## src/rtl/qmul_pkg.sv

```systemverilog
package qmul_pkg;
  typedef enum logic {
    MODE_NARROW = 1'b0,
    MODE_WIDE   = 1'b1
  } qmul_mode_e;
endpackage

```

## src/rtl/qmul_prep.sv

```systemverilog
module qmul_prep
  import qmul_pkg::*;
#(
  parameter int MAX_W = 16,
  localparam int HALF_W = MAX_W / 2,
  localparam int FW = $clog2(MAX_W)
) (
  input  qmul_mode_e               mode_i,
  input  logic [MAX_W-1:0]         op_i,
  input  logic [FW-1:0]            frac_i,
  output logic signed [MAX_W-1:0]  op_o,
  output logic [FW-1:0]            frac_o
);
  localparam logic [FW-1:0] LIM_WIDE   = FW'(MAX_W - 1);
  localparam logic [FW-1:0] LIM_NARROW = FW'(HALF_W - 1);

  logic [FW-1:0] lim;

  always_comb begin
    if (mode_i == MODE_WIDE) begin
      op_o = op_i;
      lim  = LIM_WIDE;
    end else begin
      op_o = {{HALF_W{op_i[HALF_W-1]}}, op_i[HALF_W-1:0]};
      lim  = LIM_NARROW;
    end
    frac_o = (frac_i > lim) ? lim : frac_i;
  end
endmodule

```

## src/rtl/qmul_prod.sv

```systemverilog
module qmul_prod
  import qmul_pkg::*;
#(
  parameter int MAX_W = 16,
  localparam int PW = 2 * MAX_W,
  localparam int FW = $clog2(MAX_W),
  localparam int SW = FW + 1
) (
  input  logic                    clk_i,
  input  logic                    rst_ni,
  input  logic                    start_i,
  input  qmul_mode_e              mode_i,
  input  logic signed [MAX_W-1:0] a_i,
  input  logic signed [MAX_W-1:0] b_i,
  input  logic [FW-1:0]           a_frac_i,
  input  logic [FW-1:0]           b_frac_i,
  input  logic [SW-1:0]           out_frac_i,
  output logic                    vld_o,
  output qmul_mode_e              mode_o,
  output logic signed [PW-1:0]    prod_o,
  output logic [SW-1:0]           shift_o
);
  logic signed [PW-1:0] a_ext, b_ext, prod_d;
  logic [SW-1:0] tot, keep, shift_d;

  assign a_ext  = {{MAX_W{a_i[MAX_W-1]}}, a_i};
  assign b_ext  = {{MAX_W{b_i[MAX_W-1]}}, b_i};
  assign prod_d = a_ext * b_ext;

  // product fraction = sum of operand fractions; never shift left
  assign tot     = SW'(a_frac_i) + SW'(b_frac_i);
  assign keep    = (out_frac_i > tot) ? tot : out_frac_i;
  assign shift_d = tot - keep;

  always_ff @(posedge clk_i or negedge rst_ni) begin
    if (!rst_ni) begin
      vld_o   <= 1'b0;
      mode_o  <= MODE_NARROW;
      prod_o  <= '0;
      shift_o <= '0;
    end else begin
      vld_o <= start_i;
      if (start_i) begin
        mode_o  <= mode_i;
        prod_o  <= prod_d;
        shift_o <= shift_d;
      end
    end
  end
endmodule

```

## src/rtl/qmul_narrow.sv

```systemverilog
module qmul_narrow
  import qmul_pkg::*;
#(
  parameter int MAX_W = 16,
  localparam int HALF_W = MAX_W / 2,
  localparam int PW = 2 * MAX_W,
  localparam int FW = $clog2(MAX_W),
  localparam int SW = FW + 1
) (
  input  logic                 clk_i,
  input  logic                 rst_ni,
  input  logic                 vld_i,
  input  qmul_mode_e           mode_i,
  input  logic signed [PW-1:0] prod_i,
  input  logic [SW-1:0]        shift_i,
  output logic                 vld_o,
  output logic [MAX_W-1:0]     result_o,
  output logic                 ovf_o
);
  logic signed [PW-1:0] shifted, fit_narrow, fit_wide, fitted;
  logic ovf_d;

  assign shifted    = prod_i >>> shift_i;
  assign fit_narrow = {{(PW-HALF_W){shifted[HALF_W-1]}}, shifted[HALF_W-1:0]};
  assign fit_wide   = {{(PW-MAX_W){shifted[MAX_W-1]}}, shifted[MAX_W-1:0]};
  assign fitted     = (mode_i == MODE_WIDE) ? fit_wide : fit_narrow;
  // dropped upper bits must all be copies of the kept sign bit
  assign ovf_d      = (fitted != shifted);

  always_ff @(posedge clk_i or negedge rst_ni) begin
    if (!rst_ni) begin
      vld_o    <= 1'b0;
      result_o <= '0;
      ovf_o    <= 1'b0;
    end else begin
      vld_o <= vld_i;
      if (vld_i) begin
        result_o <= fitted[MAX_W-1:0];
        ovf_o    <= ovf_d;
      end
    end
  end
endmodule

```

## src/rtl/qmul_top.sv

```systemverilog
module qmul_top
  import qmul_pkg::*;
#(
  parameter int MAX_W = 16,
  localparam int PW = 2 * MAX_W,
  localparam int FW = $clog2(MAX_W),
  localparam int SW = FW + 1
) (
  input  logic             clk_i,
  input  logic             rst_ni,
  input  logic             start_i,
  input  logic             wide_i,
  input  logic [MAX_W-1:0] a_i,
  input  logic [MAX_W-1:0] b_i,
  input  logic [FW-1:0]    a_frac_i,
  input  logic [FW-1:0]    b_frac_i,
  input  logic [SW-1:0]    out_frac_i,
  output logic             valid_o,
  output logic [MAX_W-1:0] result_o,
  output logic             ovf_o
);
  qmul_mode_e mode;
  logic signed [MAX_W-1:0] a_op, b_op;
  logic [FW-1:0] a_frac, b_frac;
  logic s1_vld;
  qmul_mode_e s1_mode;
  logic signed [PW-1:0] s1_prod;
  logic [SW-1:0] s1_shift;

  assign mode = wide_i ? MODE_WIDE : MODE_NARROW;

  qmul_prep #(.MAX_W(MAX_W)) prep_a_i (
    .mode_i(mode), .op_i(a_i), .frac_i(a_frac_i), .op_o(a_op), .frac_o(a_frac)
  );

  qmul_prep #(.MAX_W(MAX_W)) prep_b_i (
    .mode_i(mode), .op_i(b_i), .frac_i(b_frac_i), .op_o(b_op), .frac_o(b_frac)
  );

  qmul_prod #(.MAX_W(MAX_W)) prod_i (
    .clk_i(clk_i), .rst_ni(rst_ni), .start_i(start_i), .mode_i(mode),
    .a_i(a_op), .b_i(b_op), .a_frac_i(a_frac), .b_frac_i(b_frac),
    .out_frac_i(out_frac_i), .vld_o(s1_vld), .mode_o(s1_mode),
    .prod_o(s1_prod), .shift_o(s1_shift)
  );

  qmul_narrow #(.MAX_W(MAX_W)) narrow_i (
    .clk_i(clk_i), .rst_ni(rst_ni), .vld_i(s1_vld), .mode_i(s1_mode),
    .prod_i(s1_prod), .shift_i(s1_shift), .vld_o(valid_o),
    .result_o(result_o), .ovf_o(ovf_o)
  );
endmodule

```

## config.mk

```make
export PLATFORM = sky130hd
export DESIGN_NAME = qmul_top
export DESIGN_NICKNAME = d
export VERILOG_FILES = /design/src/rtl/qmul_pkg.sv /design/src/rtl/qmul_prep.sv /design/src/rtl/qmul_prod.sv /design/src/rtl/qmul_narrow.sv /design/src/rtl/qmul_top.sv
export SDC_FILE = /design/constraint.sdc
export NUM_CORES = 1
export LEC_CHECK = 0
export ABC_AREA = 1
export BUFFER_PORTS_ARGS = -buffer_cell sky130_fd_sc_hd__buf_2
export CAP_MARGIN = 20
export CORE_ASPECT_RATIO = 1.4
export CORE_MARGIN = 1
export CORE_UTILIZATION = 45
export CTS_CLUSTER_SIZE = 16
export DETAILED_ROUTE_END_ITERATION = 8
export GPL_ROUTABILITY_DRIVEN = 0
export PLACE_DENSITY_LB_ADDON = 0.05
export SLEW_MARGIN = 15
export SYNTH_ARGS = -nofsm -noshare
export SYNTH_HDL_FRONTEND = slang
export SYNTH_HIERARCHICAL = 1
export SYNTH_SLANG_ARGS = --single-unit
```

## constraint.sdc

```tcl
create_clock -name clk_i -period 1.9 [get_ports clk_i]
set_input_delay 0.285 -clock clk_i [delete_from_list [all_inputs] [get_ports clk_i]]
set_output_delay 0.285 -clock clk_i [all_outputs]
set_load 0.02 [all_outputs]
```

==> metrics.md <==
| Metric | Value |
|---|---|
| Outcome | `finished, violations left` |
| Violated checks | `setup timing` |
| Worst rel slew slack | `62.95%` |
| Endpoints failing hold | `0` |
| Clock slew at reported path FFs | `0.05 ns` |
| Fillers | `3050` |
| Fin Clk Skew | `0.008399 ns` |
| Area post-placement | `19010 µm²` |
| CTS root buf | `clkbuf_16` |
| Routed wire length | `48390 µm` |
| Num CTS Buffers | `9` |
| Core area | `34330 µm²` |
| Post-Route M1 WL | `17890 µm` |
| Routed Antenna Nets | `0` |
| Fraction of registers with async set/reset | `100.0%` |
| Hold slack | `0.2958 ns` |
| CP Data Required Time | `2.13 ns` |
| Yosys cell types | `51` |
| Final Cell Area | `22090 µm²` |
| Yosys top cell by area | `fa_1` |
| Worst-Skew Late Latency | `0.34 ns` |
| Critical path endpoint category | `flop` |
| CTS H-tree lvls | `3` |
| Startpoint types | `input pin` |
| Starting DRT DRC Count | `704` |
| Row count | `80` |
| Critical path fanouts, max | `8` |
| FF+latch area | `1428 µm²` |
| Max cap viols | `0` |
| Most used cell along the critical path | `fa_1` |
| Max layer used | `met4` |
| Post-synth top area share | `33.36%` |
| Tcrit/Tclk final | `279.9%` |
| CTS tree | `done` |
| Measured slew at the worst slew-check pin | `0.5544 ns` |
| CP Data Arrival Time | `5.55 ns` |
| DRC viols | `0` |
| First-pass GRT wire length | `79570 µm` |
| Pins Over Slew Limit | `0` |
| Post-Synthesis Cells | `2245` |
| Mapped Area | `15840 µm²` |
| Unrepaired setup endpoints after global routing | `true` |
| Die span in y | `224 µm` |
| Syn_nets | `2654` |
| DR pass1 iterations | `6` |
| Post-layout min period | `5.319 ns` |
| Max incr delay on CP | `0.54 ns` |
| All-Layer GR Usage | `28.10%` |
| Post-synth EDFFs | `0` |
| DIE AREA | `35970 µm²` |
| Mapped Avg Cell Area | `7.056 µm²` |
| Synth top area cells | `fa_1, nand2_1, inv_1, dfrtp_1, ha_1` |
| Sequential element share of the synthesized area | `9.004%` |
| Met3 wire len | `1399 µm` |
| Met2 wire len | `26610 µm` |
| Vias in the first global route | `16071` |
| Die extent in x | `160.6 µm` |
| Effective utilization at floorplan | `46.14%` |
| Final setup vio count | `47` |
| Hold Crit Class | `in2reg` |
| Vias per cell | `5.017` |
| HPWL Detailed | `39030 µm` |
| Multi-input gate area | `14070 µm²` |
| Top Ports | `67` |
| Clock Sinks | `57` |
| Largest net degree at the start of global routing | `54` |
| Synth-to-Final Area Change | `39.46%` |
| Ys flop type | `dfrtp_1` |
| Fmax | `188.0 MHz` |
| Critical path type | `in2reg` |
| Nets | `2936` |
| IO buf count | `66` |
| Worst Slack Setup Final | `-3.419 ns` |
| Wire per inst | `16.22 µm` |
| Initial antenna violation count | `0` |
| # diodes | `0` |
| Via Count | `14965` |
| # placed instances | `2889` |
| Clk buf depth | `2` |
| Synth Register Bits | `57` |
| GRT overflow | `0` |
| Synth warnings | `6` |
| Non-filler instance count after layout | `2983` |
| CP max-delay cell | `fa_1` |
| Layout cells sized above 1 | `35.07%` |
synth_stat cells (8+ instances only):
cell type	number
buf_2	15
nand3_1	174
xnor2_1	12
o21ai_0	32
nor2_1	75
inv_1	521
ha_1	96
nand2_1	711
nor2_2	8
buf_4	22
dfrtp_1	57
a31oi_1	12
a21oi_1	43
nand2_2	22
fa_1	264
clkbuf_1	72
nand3_2	18
nand4_1	17
registers in the layout, summed over array words and instances, names as in the netlist:
| signal | count |
|---|---|
| prod_i/prod_o | 32 |
| narrow_i/result_o | 16 |
| prod_i/shift_o | 5 |
| narrow_i/ovf_o | 1 |
| narrow_i/vld_o | 1 |
| prod_i/mode_o | 1 |
| prod_i/vld_o | 1 |
worst max-delay path: cells and delay by family:
kind,cells,cell delay (ns)
buf+inv,10,0.97
simple gates,9,0.86
fa+ha+maj,7,3.19
compound gates,1,0.23
path summary, 6_finish.rpt:
kind	from	to	slack (ns)	cells past startpoint
min in group asynchronous	rst_ni	narrow_i/vld_o$_DFF_PN0_	0.45	2
hold reg to reg	narrow_i/result_o[0]$_DFFE_PN0P_	narrow_i/result_o[0]$_DFFE_PN0P_	0.48	2
hold / removal	wide_i	prod_i/mode_o$_DFFE_PN0P_	0.30	4
setup / recovery	wide_i	prod_i/prod_o[19]$_DFFE_PN0P_	-3.42	27
setup reg to reg	prod_i/shift_o[0]$_DFFE_PN0P_	narrow_i/ovf_o$_DFFE_PN0P_	-0.21	15
max in group asynchronous	rst_ni	prod_i/shift_o[0]$_DFFE_PN0P_	0.74	3
cell usage in the layout, fill, tap and decap left out, types with 8 or more instances in the layout:
cell         n
nand2_4     37
nand2_2    126
buf_6       48
nand4_1     17
buf_2       52
dfrtp_1     56
ha_1        48
nand3_4     10
nand2_1    568
nor2_4      23
o21ai_2     11
o21ai_1     16
ha_4        44
a21oi_1     20
nor2_1      50
o21ai_0      8
a21oi_2     17
buf_4      230
nand3_1    113
nor2_2      10
fa_2        24
inv_1      469
inv_2       47
buf_12      39
buf_8       12
nand2_8      8
nand3_2     69
fa_1       240
clkbuf_16    9
through the flow:
stage	TNS, ns	util [%]	setup WS [ns]
after detailed placement	-106.44	55.38	-3.913
after floorplan	-86.68	-	-3.274
after global placement	-104.88	55.38	-3.907
after CTS	-87.97	61.82	-3.362
final	-89.26	64.35	-3.419
after global routing	-96.76	64.35	-3.633
final cells by class:
class                      count  area share, %
sequential                    57          6.462
inverter                     529          9.214
timing repair inverter         1         0.1359
clock buffer                   9          1.019
multi-input combinational   1542          63.67
timing repair buffer         387          16.48
clock inverter                 7         0.4644
tap                          451          2.554
per-layer routing:
layer / GRT usage (%) / vias up
met3: 2.537 / 131
li1: - / 7189
met5: 0 / -
met2: 54.49 / 306
met4: 13.61 / 0
met1: 30.10 / 7339
what timing repair did:
| item | CTS | global route |
|---|---|---|
| hold buffers | 1 | 0 |
| hold endpoints to repair | 22 | 0 |
| gates cloned | 7 | 0 |
| pin swaps | 129 | 73 |
| setup buffers | 58 | 15 |
| gates resized for setup | 320 | 191 |
| endpoints found under the setup margin | 45 | 48 |
cell families (layout without fill, tap and decap cells):
family	after synthesis	count (layout)	share of synthesized area, %
xor gates and xnor gates	15	15	0.8293
and+or+nand+nor	1048	1049	28.29
muxes	4	4	0.2528
DFF	57	57	9.004
AOI/OAI and AO/OA	114	114	4.123
buffers and inverters	647	933	16.55
adders and majority gates	360	360	40.94
Power is left out: the tool's default activity adds up to more than one toggle a clock period on the data nets, which glitch-free logic cannot reach.
